===== src/rtl/ttf_pkg.sv =====
package ttf_pkg;

    typedef enum logic {
        LC_MANCHESTER = 1'b0,
        LC_BIPHASE    = 1'b1
    } line_code_e;

    typedef enum logic [1:0] {
        RATE_MID  = 2'b00,
        RATE_FAST = 2'b01,
        RATE_SLOW = 2'b10,
        RATE_ALT  = 2'b11
    } rate_e;

    typedef enum logic [1:0] {
        RANGE_OFF  = 2'b00,
        RANGE_TWO  = 2'b01,
        RANGE_FOUR = 2'b10,
        RANGE_ONE  = 2'b11
    } range_e;

    typedef enum logic [1:0] {
        SQ_IDLE = 2'b00,
        SQ_SEND = 2'b01,
        SQ_GAP  = 2'b10
    } seq_state_e;

    typedef struct packed {
        line_code_e code;
        rate_e      rate;
        range_e     range;
    } tx_cfg_t;

    typedef struct packed {
        logic frame_start;
        logic bit_start;
        logic mid_bit;
        logic stop;
        logic bit_val;
    } enc_ctrl_t;

    localparam int unsigned MAX_PAGES = 4;

    function automatic int unsigned range_pages(range_e r);
        case (r)
            RANGE_TWO:  return 2;
            RANGE_FOUR: return 4;
            RANGE_ONE:  return 1;
            default:    return 0;
        endcase
    endfunction

    function automatic int unsigned rate_half(rate_e r, int unsigned base);
        case (r)
            RATE_FAST: return base / 2;
            RATE_MID:  return base;
            default:   return base * 2;
        endcase
    endfunction

endpackage


===== src/rtl/ttf_halfbit_timer.sv =====
module ttf_halfbit_timer #(
    parameter int unsigned CNT_W = 6
) (
    input  logic             clk,
    input  logic             rst,
    input  logic             tick,
    input  logic             run,
    input  logic [CNT_W-1:0] half_len,
    output logic             half_done
);

    logic [CNT_W-1:0] cnt;

    assign half_done = tick && run && (cnt == half_len - 1'b1);

    always_ff @(posedge clk) begin
        if (rst) begin
            cnt <= '0;
        end else if (tick) begin
            if (half_done || !run) begin
                cnt <= '0;
            end else begin
                cnt <= cnt + 1'b1;
            end
        end
    end

    AST_CNT_BELOW_HALF: assert property (@(posedge clk) disable iff (rst)
        run |-> (cnt < half_len));

endmodule


===== src/rtl/ttf_frame_seq.sv =====
module ttf_frame_seq
    import ttf_pkg::*;
#(
    parameter int unsigned PAGE_W     = 32,
    parameter int unsigned ADDR_W     = 6,
    parameter int unsigned FIRST_PAGE = 4,
    parameter int unsigned GAP_TICKS  = 40,
    parameter int unsigned BASE_HALF  = 16,
    localparam int unsigned CNT_W     = $clog2(2 * BASE_HALF + 1)
) (
    input  logic              clk,
    input  logic              rst,
    input  logic              tick,
    input  logic              enable,
    input  tx_cfg_t           cfg_in,
    input  logic [PAGE_W-1:0] page_data,
    input  logic              half_done,
    output logic [ADDR_W-1:0] page_addr,
    output logic [CNT_W-1:0]  half_len,
    output logic              run,
    output logic              busy,
    output line_code_e        code_now,
    output enc_ctrl_t         ctrl
);

    localparam int unsigned BIT_W = $clog2(PAGE_W);
    localparam int unsigned PL_W  = $clog2(MAX_PAGES);
    localparam int unsigned GAP_W = $clog2(GAP_TICKS + 1);

    seq_state_e        state;
    line_code_e        code_q;
    rate_e             rate_q;
    logic [PAGE_W-2:0] rest_bits;
    logic [BIT_W-1:0]  bits_left;
    logic [PL_W-1:0]   pages_left;
    logic              second_half;
    logic [GAP_W-1:0]  gap_cnt;
    logic [ADDR_W-1:0] addr;

    logic start_ok, bit_end, more_bits, more_pages;

    assign start_ok   = tick && (state == SQ_IDLE) && enable && (cfg_in.range != RANGE_OFF);
    assign bit_end    = half_done && second_half;
    assign more_bits  = (bits_left != '0);
    assign more_pages = (pages_left != '0);

    always_comb begin
        ctrl.frame_start = start_ok;
        ctrl.mid_bit     = half_done && !second_half;
        ctrl.bit_start   = start_ok || (bit_end && (more_bits || more_pages));
        ctrl.stop        = bit_end && !more_bits && !more_pages;
        if (start_ok || (bit_end && !more_bits)) begin
            ctrl.bit_val = page_data[PAGE_W-1];
        end else begin
            ctrl.bit_val = rest_bits[PAGE_W-2];
        end
    end

    assign code_now  = (state == SQ_IDLE) ? cfg_in.code : code_q;
    assign half_len  = CNT_W'(rate_half(rate_q, BASE_HALF));
    assign run       = (state == SQ_SEND);
    assign busy      = (state == SQ_SEND);
    assign page_addr = addr;

    always_ff @(posedge clk) begin
        if (rst) begin
            state       <= SQ_IDLE;
            code_q      <= LC_MANCHESTER;
            rate_q      <= RATE_MID;
            rest_bits   <= '0;
            bits_left   <= '0;
            pages_left  <= '0;
            second_half <= 1'b0;
            gap_cnt     <= '0;
            addr        <= ADDR_W'(FIRST_PAGE);
        end else begin
            case (state)
                SQ_IDLE: begin
                    if (start_ok) begin
                        code_q      <= cfg_in.code;
                        rate_q      <= cfg_in.rate;
                        rest_bits   <= page_data[PAGE_W-2:0];
                        addr        <= addr + 1'b1;
                        pages_left  <= PL_W'(range_pages(cfg_in.range) - 1);
                        bits_left   <= BIT_W'(PAGE_W - 1);
                        second_half <= 1'b0;
                        state       <= SQ_SEND;
                    end
                end
                SQ_SEND: begin
                    if (half_done) begin
                        if (!second_half) begin
                            second_half <= 1'b1;
                        end else begin
                            second_half <= 1'b0;
                            if (more_bits) begin
                                rest_bits <= {rest_bits[PAGE_W-3:0], 1'b0};
                                bits_left <= bits_left - 1'b1;
                            end else if (more_pages) begin
                                rest_bits  <= page_data[PAGE_W-2:0];
                                addr       <= addr + 1'b1;
                                pages_left <= pages_left - 1'b1;
                                bits_left  <= BIT_W'(PAGE_W - 1);
                            end else begin
                                state   <= SQ_GAP;
                                gap_cnt <= '0;
                                addr    <= ADDR_W'(FIRST_PAGE);
                            end
                        end
                    end
                end
                default: begin
                    if (tick) begin
                        if (gap_cnt == GAP_W'(GAP_TICKS - 1)) begin
                            gap_cnt <= '0;
                            state   <= SQ_IDLE;
                        end else begin
                            gap_cnt <= gap_cnt + 1'b1;
                        end
                    end
                end
            endcase
        end
    end

    AST_ADDR_IN_WINDOW: assert property (@(posedge clk) disable iff (rst)
        (page_addr >= ADDR_W'(FIRST_PAGE)) && (page_addr <= ADDR_W'(FIRST_PAGE + MAX_PAGES)));

    AST_OFF_NO_START: assert property (@(posedge clk) disable iff (rst)
        (state == SQ_IDLE && cfg_in.range == RANGE_OFF) |=> (state == SQ_IDLE));

    AST_CFG_FROZEN: assert property (@(posedge clk) disable iff (rst)
        (state == SQ_SEND) |=> ($stable(code_q) && $stable(rate_q)));

    AST_GAP_BOUND: assert property (@(posedge clk) disable iff (rst)
        (state == SQ_GAP) |-> (gap_cnt < GAP_W'(GAP_TICKS)));

    AST_HOLD_NO_TICK: assert property (@(posedge clk) disable iff (rst)
        !tick |=> ($stable(state) && $stable(addr) && $stable(bits_left)));

endmodule


===== src/rtl/ttf_line_coder.sv =====
module ttf_line_coder
    import ttf_pkg::*;
(
    input  logic       clk,
    input  logic       rst,
    input  line_code_e code,
    input  enc_ctrl_t  ctrl,
    output logic       level
);

    logic bit_q;

    always_ff @(posedge clk) begin
        if (rst) begin
            level <= 1'b0;
            bit_q <= 1'b0;
        end else begin
            if (ctrl.bit_start) begin
                bit_q <= ctrl.bit_val;
            end
            if (ctrl.stop) begin
                level <= 1'b0;
            end else if (ctrl.bit_start) begin
                if (code == LC_MANCHESTER) begin
                    level <= ctrl.bit_val;
                end else begin
                    level <= ctrl.frame_start ? 1'b1 : ~level;
                end
            end else if (ctrl.mid_bit) begin
                if (code == LC_MANCHESTER) begin
                    level <= ~bit_q;
                end else if (!bit_q) begin
                    level <= ~level;
                end
            end
        end
    end

    AST_MANCH_MID_FLIP: assert property (@(posedge clk) disable iff (rst)
        (ctrl.mid_bit && code == LC_MANCHESTER) |=> (level != $past(level)));

    AST_BP_BOUNDARY_FLIP: assert property (@(posedge clk) disable iff (rst)
        (ctrl.bit_start && code == LC_BIPHASE) |=> (level != $past(level)));

endmodule


===== src/rtl/ttf_reply_tx.sv =====
module ttf_reply_tx
    import ttf_pkg::*;
#(
    parameter int unsigned PAGE_W     = 32,
    parameter int unsigned ADDR_W     = 6,
    parameter int unsigned FIRST_PAGE = 4,
    parameter int unsigned GAP_TICKS  = 40,
    parameter int unsigned BASE_HALF  = 16
) (
    input  logic              clk,
    input  logic              rst,
    input  logic              carrier_tick,
    input  logic              tx_enable,
    input  logic              cfg_line_code,
    input  logic [1:0]        cfg_rate,
    input  logic [1:0]        cfg_range,
    output logic [ADDR_W-1:0] page_addr,
    input  logic [PAGE_W-1:0] page_data,
    output logic              mod_out,
    output logic              busy
);

    localparam int unsigned CNT_W = $clog2(2 * BASE_HALF + 1);

    tx_cfg_t          cfg_in;
    logic [CNT_W-1:0] half_len;
    logic             run, half_done;
    line_code_e       code_now;
    enc_ctrl_t        ctrl;

    assign cfg_in = '{code:  line_code_e'(cfg_line_code),
                      rate:  rate_e'(cfg_rate),
                      range: range_e'(cfg_range)};

    ttf_frame_seq #(
        .PAGE_W     (PAGE_W),
        .ADDR_W     (ADDR_W),
        .FIRST_PAGE (FIRST_PAGE),
        .GAP_TICKS  (GAP_TICKS),
        .BASE_HALF  (BASE_HALF)
    ) u_seq (
        .clk       (clk),
        .rst       (rst),
        .tick      (carrier_tick),
        .enable    (tx_enable),
        .cfg_in    (cfg_in),
        .page_data (page_data),
        .half_done (half_done),
        .page_addr (page_addr),
        .half_len  (half_len),
        .run       (run),
        .busy      (busy),
        .code_now  (code_now),
        .ctrl      (ctrl)
    );

    ttf_halfbit_timer #(
        .CNT_W (CNT_W)
    ) u_timer (
        .clk       (clk),
        .rst       (rst),
        .tick      (carrier_tick),
        .run       (run),
        .half_len  (half_len),
        .half_done (half_done)
    );

    ttf_line_coder u_coder (
        .clk   (clk),
        .rst   (rst),
        .code  (code_now),
        .ctrl  (ctrl),
        .level (mod_out)
    );

    AST_IDLE_QUIET: assert property (@(posedge clk) disable iff (rst)
        !busy |-> !mod_out);

    AST_OUT_HOLD: assert property (@(posedge clk) disable iff (rst)
        !carrier_tick |=> ($stable(mod_out) && $stable(busy)));

endmodule


===== config.mk =====
export PLATFORM = sky130hd
export DESIGN_NAME = ttf_reply_tx
export DESIGN_NICKNAME = d
export VERILOG_FILES = /design/src/rtl/ttf_pkg.sv /design/src/rtl/ttf_halfbit_timer.sv /design/src/rtl/ttf_frame_seq.sv /design/src/rtl/ttf_line_coder.sv /design/src/rtl/ttf_reply_tx.sv
export SDC_FILE = /design/constraint.sdc
export NUM_CORES = 1
export LEC_CHECK = 0
export BUFFER_PORTS_ARGS = -buffer_cell sky130_fd_sc_hd__buf_2
export CORE_MARGIN = 8
export CORE_UTILIZATION = 50
export CTS_BUF_LIST = sky130_fd_sc_hd__clkbuf_4 sky130_fd_sc_hd__clkbuf_8 sky130_fd_sc_hd__clkbuf_16
export CTS_CLUSTER_SIZE = 10
export DETAILED_ROUTE_END_ITERATION = 10
export GPL_TIMING_DRIVEN = 0
export PLACE_DENSITY = 0.81
export SYNTH_ARGS = -nofsm -noshare
export SYNTH_HDL_FRONTEND = slang
export SYNTH_HIERARCHICAL = 1
export SYNTH_SLANG_ARGS = --single-unit
export TNS_END_PERCENT = 10

===== constraint.sdc =====
create_clock -name clk -period 4.69 [get_ports clk]
set_input_delay 0 -clock clk [delete_from_list [all_inputs] [get_ports clk]]
set_output_delay 0 -clock clk [all_outputs]
set_load 0.005 [all_outputs]

# Word level (Yosys, flattened, before mapping)
# Cells that the tools add are included.
word_totals:
  input_bits: 41
  output_inout_bits: 8
  register_bits: 64
  word_cells: 131
op_classes:
  muxes: 57
  n_reduce_logical: 37
  bitwise_logic: 3
  n_eq_ne: 15
  n_addsub: 7
ops:
  columns: ["cell", "n"]
  rows:
  - ["31-bit two-way mux", 5]
  - ["6-bit two-way mux", 12]
  - ["31-bit case mux with 2 select lines", 1]
  - ["6-bit case mux with 2 select lines", 3]
  - ["2-bit two-way mux", 15]
  - ["5-bit two-way mux", 5]
  - ["6-bit by 1-bit adder with 6-bit output, second input constant", 3]
  - ["6-bit AND reduction", 2]
  - ["1-bit two-way mux", 11]
  - ["1-bit logical AND", 10]
  - ["2-bit != test, second input constant", 5]
  - ["5-bit case mux with 2 select lines", 1]
  - ["5-bit AND reduction", 2]
  - ["2-bit nonzero test", 5]
  - ["2-bit case mux with 2 select lines", 2]
  - ["7-bit AND reduction", 1]
  - ["2-bit by 1-bit == test with 1-bit output, second input constant", 3]
  - ["6-bit == test", 1]
  - ["6-bit == test, second input constant", 1]
  - ["3-bit != test, second input constant", 2]
  - ["2-bit case mux with 3 select lines", 1]
  - ["3-bit nonzero test", 2]
  - ["6-bit by 1-bit subtractor with 6-bit output, second input constant", 1]
  - ["5-bit nonzero test", 1]
  - ["other kinds (12)", 24]

# Longest topological paths before layout
# Gate-level depths: netlist of run 1.
logic_depth:
  word_depth: 11
  ltp_mapped: 15
  ltp_nobuf: 12

# Hierarchy
# Netlist of run 1, hierarchy kept.
by_module_without_submodules:
  columns: ["module", "n_inst", "area_each_um2", "cells_per_inst", "seq_area_each_um2"]
  rows:
  - ["ttf_frame_seq", 1, 2697.6, 285, 1121.1]
  - ["ttf_halfbit_timer", 1, 519.2, 67, 120.1]
  - ["ttf_line_coder", 1, 115.1, 14, 40.0]

# Worst setup path before layout of run 1
# OpenSTA, ideal clock, no wires.
synth_path:
  path_type: "reg-to-reg"
  startpoint: "register u_seq.state[0]"
  endpoint: "register u_seq.rest_bits[10]"
  stages_incl_launch_ff: 15
  arrival_time_ns: 3.077
  period_less_slack_ns: 3.204
  path_buffers: 5
  t_required_ns: 4.563
  path_slack_ns: 1.486
  cell_sequence: "dfxtp_1 -> nand2b_1 -> clkbuf_1 -> clkinv_1 -> buf_4 -> clkbuf_1 -> nand4_1 -> or4b_1 -> buf_2 -> nor2_1 -> nand4b_1 -> o21ai_1 -> a21oi_1 -> buf_2 -> o2bb2ai_1"
synth_via:
  word_cells_on_any_way: 14
synth_rtl:
  columns: ["element", "line_no", "source"]
  rows:
  - ["start, declared", "ttf_frame_seq.sv:30", "seq_state_e state;"]
  - ["start signal, assigned", "ttf_frame_seq.sv:67", "state <= SQ_IDLE;"]
  - ["start signal, assigned", "ttf_frame_seq.sv:87", "state <= SQ_SEND;"]
  - ["start signal, assigned", "ttf_frame_seq.sv:105", "state <= SQ_GAP;"]
  - ["2-bit by 1-bit == test with 1-bit output", null, null]
  - ["named net busy", "ttf_reply_tx.sv:20", "output logic busy"]
  - ["1-bit logical AND (2 in series)", "ttf_halfbit_timer.sv:14", "assign half_done = tick && run && (cnt == half_len - 1'b1);"]
  - ["named net half_done", "ttf_reply_tx.sv:27", "logic run, half_done;"]
  - ["2-bit != test (no source line)", null, null]
  - ["5-bit AND reduction (no source line)", null, null]
  - ["end signal, assigned", "ttf_frame_seq.sv:82", "rest_bits <= page_data[PAGE_W-2:0];"]
  - ["end signal, assigned", "ttf_frame_seq.sv:97", "rest_bits <= {rest_bits[PAGE_W-3:0], 1'b0};"]
  - ["end signal, assigned", "ttf_frame_seq.sv:100", "rest_bits <= page_data[PAGE_W-2:0];"]
  - ["end, declared", "ttf_frame_seq.sv:33", "logic [PAGE_W-2:0] rest_bits;"]
# The timed path passes the listed nets, and every way through them passes these cells.
# A chain may end at the register's enable or synchronous reset.

# Final worst setup path of run 1
layout_path:
  startpoint: "register u_seq.state[0]"
  endpoint: "register u_seq.rest_bits[11]"
layout_via:
  word_cells_on_any_way: 14
layout_rtl:
  columns: ["element", "line_no", "source"]
  rows:
  - ["2-bit by 1-bit == test with 1-bit output", "ttf_frame_seq.sv:61", "assign run = (state == SQ_SEND);"]
  - ["named net run", "ttf_reply_tx.sv:27", null]
  - ["1-bit logical AND (2 in series)", "ttf_halfbit_timer.sv:14", null]
  - ["named net half_done", "ttf_reply_tx.sv:27", null]
  - ["2-bit != test (no source line)", null, null]
  - ["5-bit AND reduction (no source line)", null, null]
# The timed path passes the listed nets, and every way through them passes these cells.

==> flow_summary.json, run 1 <==
{
  "cts_sinks": 64,
  "synth-xor-area-share_pct": 1.840,
  "synth-main-ff-cell": "dfxtp_1",
  "postRouteAntennaNets": 0,
  "postCtsResizedCells": 0,
  "max_slew_margin_pct": 57.53,
  "crit_arrival_ns": 4.27,
  "antenna_found_initial": 1,
  "final_common_cell": "dfxtp_1",
  "stdcell_area_um2": 4262,
  "worstMarginPinSlew_ns": 0.6328,
  "clk_pin_slew_ns": 0.07,
  "fp.dieH_um": 97.63,
  "min_period_ns": 4.061,
  "portBuffers": 48,
  "grt_setup_unrepaired": "no",
  "synthMuxAreaShare_pct": 9.989,
  "setup_violations": 0,
  "grt_use_total_pct": 17.61,
  "synth-seq-cells": 64,
  "post_dp_cell_area_um2": 3676,
  "initial_utilization_pct": 52.17,
  "finalMaxSlewViolations": 0,
  "cts_setup_buffers": 0,
  "synth_top_family_by_area": "compound AO/OA/AOI/OAI gates",
  "die_w_um": 97.63,
  "root_buffer": "clkbuf_8",
  "routed_wl_um": 8366,
  "postSynth.asyncResetShare_pct": 0,
  "synth_compound_area_share_pct": 23.02,
  "cp_top_family": "simple AND/OR/NAND/NOR gates",
  "report.final.hold_viol_count": 0,
  "crit_path_end_kind": "register",
  "max_freq_ghz": 0.2463,
  "synthSimpleGateAreaFrac_pct": 19.56,
  "critPathKind": "register to register",
  "io_pins": 49,
  "syn_to_final_growth_pct": 27.90,
  "worstHoldPathType": "input port to register",
  "critPathMaxFanout": 10,
  "numCtsBuffers": 9,
  "clock_latency_ns": 0.34,
  "grt_max_degree": 12,
  "drive_gt1_share_pct": 18.71,
  "cp.required_ns": 4.90,
  "grt_pass1_wl_um": 14120,
  "synthesis.area_um2": 3332,
  "placementRows": 29,
  "synth_edf_count": 0,
  "max_stage_delay_ns": 0.50,
  "h-tree-depth": 3,
  "finClkSkew_ns": 0.008194,
  "p_leak_nw": 1.592,
  "vias": 3113,
  "overflow": 0,
  "syn_inst": 366,
  "place_hpwl_um": 5610,
  "core_area_um2": 6386,
  "ir_drop_v": 0.0002636,
  "yosysUniqueCellTypes": 60,
  "grt_pass1_vias": 3053,
  "clock_path_buffers": 2,
  "p_per_area_nw_per_um2": 317.6,
  "setup_tns_ns": 0,
  "first_pass_iters": 4,
  "place_inst": 493,
  "yosys.area_share.adder_pct": 1.878,
  "ctsHoldBuffers": 34,
  "startpoint_type": "register",
  "critPathSlowestCell": "or4b_1",
  "max-cap-violations": 0,
  "drc": 0,
  "final_cell_mix": "dfxtp_1 (64), buf_2 (56), dlygate4sd3_1 (34)",
  "yosysSeqAreaShare_pct": 38.45,
  "fin_util_pct": 66.73,
  "gp_congestion": 0.8632,
  "worst-path-buf-inv": 6,
  "syn_avg_cell_area_um2": 9.104,
  "status": "finished clean",
  "layout.cells.non_filler": 543,
  "nNetsFinal": 507,
  "worstPathCellList": "nand2b_1 > clkbuf_1 > clkinv_1 > buf_4 > clkbuf_1 > nand4_1 > or4b_1 > buf_2 > nor2_1 > nand4b_1 > o21ai_1 > a21oi_1 > buf_2 > o2bb2ai_1",
  "fin_crit_sh_pct": 86.59,
  "vias_per_cell": 5.733,
  "die-area_um2": 9532,
  "drt-initial-drc-count": 260,
  "wl_per_cell_um": 15.41,
  "ys_warn_count": 6,
  "cts_tree": "done"
}
==> final cells by class <==
class / count / area [µm²]
Buffer: 26 / 126.4
Sequential cell: 64 / 1281
Timing Repair Buffer: 82 / 580.6
Fill cell: 511 / 2125
Multi-Input combinational cell: 266 / 1887
Clock buffer: 10 / 137.6
Inverter: 12 / 45.04
Clock inverter: 5 / 105.1
Tap cell: 77 / 96.34
Antenna cell: 1 / 2.502
==> worst register-to-register path, delay by kind of cell, from the launching register on <==
family	cells	cell delay, ns
buffers and inverters	6	1.29
and+or+nand+nor	5	1.34
AOI/OAI and AO/OA	3	0.85
DFF	1	0.45
==> synthesized netlist by cell type, types with 8 or more instances <==
| cell type | count | area [µm²] |
|---|---|---|
| nor3_1 | 9 | 45.04 |
| o21ai_0 | 13 | 65.06 |
| nand3_1 | 10 | 50.05 |
| o2bb2ai_1 | 30 | 262.8 |
| inv_1 | 11 | 41.29 |
| buf_2 | 8 | 40.04 |
| dfxtp_1 | 64 | 1281 |
| a21oi_1 | 18 | 90.09 |
| clkbuf_1 | 12 | 45.04 |
| mux2i_1 | 31 | 310.3 |
| nand2_1 | 18 | 67.56 |
| nand2b_1 | 17 | 106.4 |
| nor2_1 | 22 | 82.58 |
==> logic make-up (layout without fill, tap and decap cells) <==
kind of cell,Yosys count,in the layout
mux,33,33
fa+ha+maj,5,5
other cells,1,4
xor+xnor,7,7
compound gates,106,106
simple gates,112,112
flops,64,64
buf+inv,38,135
==> power breakdown <==
group	internal, mW	total, mW	switching, mW
combinational	0.0943	0.190	0.0956
clock	0.365	0.578	0.213
sequential	0.566	0.586	0.0195
total	1.03	1.35	0.328
==> path summary, 6_finish.rpt <==
path	from	endpoint	slack [ns]	cells after the start
worst max-delay path	u_seq/state[0]	u_seq/rest_bits[11]	0.63	14
worst min-delay path	cfg_range[0]	u_seq/pages_left[1]	0.03	4
worst max register to register	u_seq/state[0]	u_seq/rest_bits[11]	0.63	14
worst min register to register	u_seq/code_q	u_seq/code_q	0.47	2
==> metal layers <==
layer | part of all wire [%] | vias to the layer above | GRT usage [%]
met1 | 43 | 1478 | 20.16
met4 | 1.7 | 0 | 8.625
met2 | 50 | 72 | 29.69
met5 | 0 | - | 0
met3 | 5.2 | 15 | 4.410
li1 | - | 1548 | -
==> flip-flops by register name, summed over array words and instances (netlist names) <==
name               cells
u_seq/pages_left       2
u_timer/cnt            6
u_seq/rate_q           2
u_seq/state            2
u_seq/gap_cnt          6
u_seq/second_half      1
u_seq/code_q           1
u_seq/rest_bits       31
u_seq/bits_left        5
u_coder/level          1
u_coder/bit_q          1
u_seq/page_addr        6
==> per-stage QoR <==
stage               worst slack [ns]  hold WS [ns]  total power, mW
global placement              0.7716        0.2435           0.7553
finish                        0.6292       0.02608            1.353
floorplan                      1.486       0.07238           0.7101
global route                  0.2958       0.02613            1.407
detailed placement            0.7315        0.2544           0.7600
CTS                           0.7096       0.01014            1.354
No activity file was read; power rests on OpenSTA's default activity.
==> run 2, diff against run 1 <==
--- a/config.mk
+++ b/config.mk
@@ -6,13 +6,15 @@
 export NUM_CORES = 1
 export LEC_CHECK = 0
 export BUFFER_PORTS_ARGS = -buffer_cell sky130_fd_sc_hd__buf_2
+export CELL_PAD_IN_SITES_DETAIL_PLACEMENT = 1
+export CELL_PAD_IN_SITES_GLOBAL_PLACEMENT = 1
 export CORE_MARGIN = 8
-export CORE_UTILIZATION = 50
+export CORE_UTILIZATION = 47
 export CTS_BUF_LIST = sky130_fd_sc_hd__clkbuf_4 sky130_fd_sc_hd__clkbuf_8 sky130_fd_sc_hd__clkbuf_16
 export CTS_CLUSTER_SIZE = 10
 export DETAILED_ROUTE_END_ITERATION = 10
 export GPL_TIMING_DRIVEN = 0
-export PLACE_DENSITY = 0.81
+export PLACE_DENSITY = 0.95
 export SYNTH_ARGS = -nofsm -noshare
 export SYNTH_HDL_FRONTEND = slang
 export SYNTH_HIERARCHICAL = 1
==> flow_summary.json, run 2 (same netlist as run 1, synthesis figures left out) <==
{
  "setup_tns_ns": 0,
  "status": "finished clean",
  "grt_setup_unrepaired": "no",
  "antenna_cells": 0,
  "critPathKind": "register to register",
  "overflow": 0,
  "hold_path.startpoint": "rst",
  "layout.cells.non_filler": 559,
  "p_leak_nw": 1.587,
  "place_inst": 512,
  "clock_path_buffers": 2,
  "vias": 3470,
  "postRouteAntennaNets": 0,
  "max_freq_ghz": 0.2220,
  "worstMarginPinSlew_ns": 0.6645,
  "cts_sinks": 64,
  "top_usage_layer": "met2",
  "p_per_area_nw_per_um2": 330.3,
  "critPathMaxFanout": 10,
  "routed_wl_um": 12630,
  "die-area_um2": 10040,
  "placementRows": 30,
  "pwr-share-clk_pct": 42.9,
  "worstHoldPathType": "input port to register",
  "p_int_mw": 1.018,
  "holdPathStages": 2,
  "report.final.hold_viol_count": 0,
  "wl_per_cell_um": 22.60,
  "startpoint_type": "register",
  "io_pins": 49,
  "rr_startpoint": "u_seq/state[0]",
  "numCtsBuffers": 9,
  "grtUsageMet2_pct": 45.64,
  "gp_congestion": 0.8273,
  "p_sw_mw": 0.3873,
  "first_pass_iters": 4,
  "finalMaxSlewViolations": 0,
  "p_seq_share_pct": 42.1,
  "largest_reg_flops": 31,
  "drc": 0,
  "ir_drop_v": 0.0002369,
  "syn_to_final_growth_pct": 27.64,
  "rrSetupSlack_ns": 0.19,
  "rr_endpoint": "u_seq/rest_bits[29]",
  "clk_pin_slew_ns": 0.08,
  "fp.dieH_um": 100.2,
  "fin_crit_sh_pct": 96.04,
  "core_area_um2": 6832,
  "root_buffer": "clkbuf_8",
  "grt_use_total_pct": 25.26,
  "pwr-share-comb_pct": 15.1,
  "grt.met1_usage_pct": 26.46,
  "swShare_pct": 27.57,
  "drive_gt1_share_pct": 19.22,
  "rr_worst_depth": 14,
  "use_met3_pct": 4.637,
  "antenna_found_initial": 0,
  "holdPathEnd": "u_coder/bit_q",
  "regMostFlops": "u_seq/rest_bits",
  "grt_pass1_vias": 3746,
  "drt-initial-drc-count": 208,
  "grt_pass1_wl_um": 19890,
  "portBuffers": 48,
  "cp.required_ns": 4.93,
  "initial_utilization_pct": 48.77,
  "vias_per_cell": 6.208,
  "min_period_ns": 4.504,
  "h-tree-depth": 3,
  "final_common_cell": "dfxtp_1",
  "cts_tree": "done",
  "die_w_um": 100.2,
  "setup_violations": 0,
  "crit_arrival_ns": 4.75,
  "place_hpwl_um": 7170,
  "max_slew_margin_pct": 55.59,
  "cts_setup_buffers": 0,
  "finClkSkew_ns": 0.01698,
  "clock_latency_ns": 0.35,
  "grt_max_degree": 12,
  "nNetsFinal": 504,
  "final_cell_mix": "dfxtp_1 (64), buf_2 (56), dlygate4sd3_1 (31), mux2i_1 (31), o2bb2ai_1 (30)",
  "crit_path_end_kind": "register",
  "max-cap-violations": 0,
  "fillerInstances": 800
}
==> run 2: changes by cell type in the layout (fill, tap and decap cells not counted) <==
cell and delta:
clkinv_2 +2, dlygate4sd3_1 -3, o21ai_2 +1, diode_2 -1, clkinvlp_4 -1, o21ai_1 -1, clkbuf_4 +1, clkbuf_8 -1
==> run 2: critical path, stage by stage (launching register included) <==
cell	delay [ns]
dfxtp_1	0.48
nand2b_1	0.12
clkbuf_1	0.25
clkinv_1	0.32
buf_4	0.16
clkbuf_1	0.30
nand4_1	0.14
or4b_1	0.51
buf_2	0.19
nor2_1	0.43
nand4b_1	0.33
o21ai_2	0.30
nand3b_1	0.23
clkbuf_1	0.31
o2bb2ai_1	0.34
==> run 2: worst max-delay path by stage <==
stage / cells past startpoint / endpoint / start
global placement: 14 / u_seq/rest_bits[23] / u_seq/state[0]
CTS: 14 / u_seq/rest_bits[1] / u_seq/state[0]
finish: 14 / u_seq/rest_bits[29] / u_seq/state[0]
floorplan: 14 / u_seq/rest_bits[10] / u_seq/state[0]
global route: 14 / u_seq/rest_bits[29] / u_seq/state[0]
detailed placement: 14 / u_seq/rest_bits[6] / u_seq/state[0]
==> run 2: power groups by stage <==
stage	Combinational [mW]	Sequential (mW)	Clock, mW
global route	0.224	0.592	0.624
CTS	0.194	0.587	0.585
floorplan	0.117	0.593	0
global placement	0.161	0.596	0
detailed placement	0.172	0.599	0
finish	0.212	0.591	0.602
==> run 2: final cells by class <==
cell class	count	area, µm²	share of cell area (%)
buffer	26	126.4	2.971
clock buffer	10	131.4	3.089
clock inverter	6	107.6	2.530
inverter	12	45.04	1.059
multi-input combinational	266	1891	44.45
sequential	64	1281	30.13
tap	96	120.1	2.824
timing repair buffer	79	550.5	12.94
==> run 2: per-layer routing <==
metal  wire [µm]  vias to the layer above
met5           0                        -
li1            -                     1552
met2        6655                      157
met1        4741                     1707
met3         641                       54
met4         593                        0
==> run 2: what timing repair did <==
item	CTS	global route
hold buffers	31	0
setup endpoints to repair	0	27
hold endpoints to repair	31	0
resized for setup	0	1
==> run 2: stage by stage <==
step | total power [mW] | hold slack, ns | util (%) | instance area [µm²] | setup WS, ns
after global placement | 0.7576 | 0.2453 | 54.16 | 3700 | 0.7060
after floorplan | 0.7101 | 0.07238 | - | 3339 | 1.486
after global routing | 1.440 | 0.02388 | 62.25 | 4253 | 0.02911
after detailed placement | 0.7713 | 0.2500 | 54.16 | 3700 | 0.4330
final | 1.405 | 0.01989 | 62.25 | 4253 | 0.1856
after CTS | 1.365 | 0.001610 | 62.20 | 4249 | 0.3868
==> run 3, diff against run 2 <==
--- a/config.mk
+++ b/config.mk
@@ -9,12 +9,12 @@
 export CELL_PAD_IN_SITES_DETAIL_PLACEMENT = 1
 export CELL_PAD_IN_SITES_GLOBAL_PLACEMENT = 1
 export CORE_MARGIN = 8
-export CORE_UTILIZATION = 47
+export CORE_UTILIZATION = 43
 export CTS_BUF_LIST = sky130_fd_sc_hd__clkbuf_4 sky130_fd_sc_hd__clkbuf_8 sky130_fd_sc_hd__clkbuf_16
 export CTS_CLUSTER_SIZE = 10
 export DETAILED_ROUTE_END_ITERATION = 10
 export GPL_TIMING_DRIVEN = 0
-export PLACE_DENSITY = 0.95
+export PLACE_DENSITY = 0.89
 export SYNTH_ARGS = -nofsm -noshare
 export SYNTH_HDL_FRONTEND = slang
 export SYNTH_HIERARCHICAL = 1
==> constraint.sdc (replaced) <==
create_clock -name clk -period 4.5 [get_ports clk]
set_input_delay 0 -clock clk [delete_from_list [all_inputs] [get_ports clk]]
set_output_delay 0 -clock clk [all_outputs]
set_load 0.005 [all_outputs]
==> flow_summary.json, run 3 (same netlist as run 1, synthesis figures left out) <==
{
  "status": "finished clean",
  "portBuffers": 48,
  "gp_congestion": 0.7949,
  "setup_ws_ns": 0.4352,
  "min_period_ns": 4.065,
  "max-cap-violations": 0,
  "grt_setup_unrepaired": "no",
  "fp.dieH_um": 104.0,
  "crit_arrival_ns": 4.33,
  "vias": 3219,
  "wl_per_cell_um": 18.82,
  "setup_tns_ns": 0,
  "cts_sinks": 64,
  "p_per_area_nw_per_um2": 302.6,
  "cts_setup_buffers": 0,
  "ir_drop_v": 0.0001640,
  "final_cell_mix": "dfxtp_1 (64), buf_2 (56), dlygate4sd3_1 (34)",
  "drc": 0,
  "setup_violations": 0,
  "root_buffer": "clkbuf_8",
  "cts_tree": "done",
  "postRouteAntennaNets": 0,
  "h-tree-depth": 3,
  "overflow": 0,
  "syn_to_final_growth_pct": 26.89,
  "worstHoldPathType": "input port to register",
  "rr_worst_depth": 14,
  "critPathKind": "register to register",
  "max_freq_ghz": 0.2460,
  "io_pins": 49,
  "core_area_um2": 7607,
  "fillerInstances": 889,
  "final_common_cell": "dfxtp_1",
  "clock_latency_ns": 0.35,
  "clock_path_buffers": 2,
  "antenna_cells": 0,
  "grt_pass1_wl_um": 17870,
  "fin_util_pct": 55.58,
  "vias_per_cell": 5.677,
  "nNetsFinal": 507,
  "report.final.hold_viol_count": 0,
  "startpoint_type": "register",
  "placementRows": 32,
  "p_leak_nw": 1.571,
  "power_mw": 1.280,
  "whs_ns": 0.02479,
  "antenna_found_initial": 0,
  "drt-initial-drc-count": 103,
  "max_slew_margin_pct": 57.62,
  "finClkSkew_ns": 0.01270,
  "fin_crit_sh_pct": 90.33,
  "clk_pin_slew_ns": 0.08,
  "largest_reg_flops": 31,
  "grt_pass1_vias": 3627,
  "routed_wl_um": 10670,
  "pre_cts_slack_ns": 0.3731,
  "finalMaxSlewViolations": 0,
  "initial_utilization_pct": 43.80,
  "drive_gt1_share_pct": 18.92,
  "crit_path_end_kind": "register",
  "holdPathStages": 3,
  "numCtsBuffers": 9,
  "die-area_um2": 10820,
  "critPathMaxFanout": 10,
  "multi_input_comb_area_um2": 1891,
  "place_hpwl_um": 6551,
  "regMostFlops": "u_seq/rest_bits",
  "cp.required_ns": 4.77,
  "grt_max_degree": 11,
  "worstMarginPinSlew_ns": 0.6298,
  "final-seq-area_um2": 1281,
  "die_w_um": 104.0,
  "grt_use_total_pct": 19.96,
  "first_pass_iters": 4
}
==> run 3: cell count changes in the layout (fill, tap and decap cells not counted) <==
cell / previous run / this run
clkbuf_8: 9 / 11
bufinv_16: 3 / 0
dlygate4sd3_1: 31 / 34
==> run 3: area by class of cell <==
type	instances	area share, %
Clock buffer	12	3.759
Sequential cell	64	30.30
Buffer	26	2.989
Timing Repair Buffer	82	13.73
Clock inverter	3	0.4143
Inverter	12	1.065
Tap cell	102	3.019
Multi-Input combinational cell	266	44.72
==> run 3: repair_timing <==
action                                  4_1_cts  5_1_grt
resized for setup                             0        1
hold endpoints to repair                     34        0
hold buffers                                 34        0
endpoints found under the setup margin        0       30
==> run 3: report_power, final <==
group / switching, mW / internal (mW) / leakage [nW]
clock network: 0.225 / 0.231 / 0.0917
registers: 0.0228 / 0.590 / 0.520
logic: 0.111 / 0.0988 / 0.959
==> run 3: path summary, 6_finish.rpt <==
| kind | to | from | slack, ns |
|---|---|---|---|
| worst max-delay path | u_seq/rest_bits[26] | u_seq/state[0] | 0.44 |
| worst min-delay path | u_seq/gap_cnt[1] | carrier_tick | 0.02 |
| worst max register to register | u_seq/rest_bits[26] | u_seq/state[0] | 0.44 |
| worst min register to register | u_seq/code_q | u_seq/code_q | 0.46 |
==> run 3: metrics by stage <==
step           std cells  instance area [µm²]
5_1_grt              567                 4228
6_report             567                 4228
4_1_cts              567                 4224
2_1_floorplan        368                 3339
3_3_place_gp         518                 3707
3_5_place_dp         518                 3707
==> run 3: worst max-delay path, stage by stage (launching register included) <==
cell       delay (ns)
dfxtp_1          0.46
nand2b_1         0.08
clkbuf_1         0.23
clkinv_1         0.26
buf_4            0.16
clkbuf_1         0.32
nand4_1          0.13
or4b_1           0.50
buf_2            0.18
nor2_1           0.34
nand4b_1         0.29
o21ai_2          0.28
nand3b_1         0.21
clkbuf_1         0.29
o2bb2ai_1        0.26
==> run 3: per-layer routing <==
layer  vias up  global-route usage (%)  part of all wire (%)
li1       1551                       -                     -
met1      1583                   20.24                    40
met2        70                   38.96                    55
met3        15                   3.717                   3.5
met4         0                   7.756                   1.2
met5         -                       0                     0
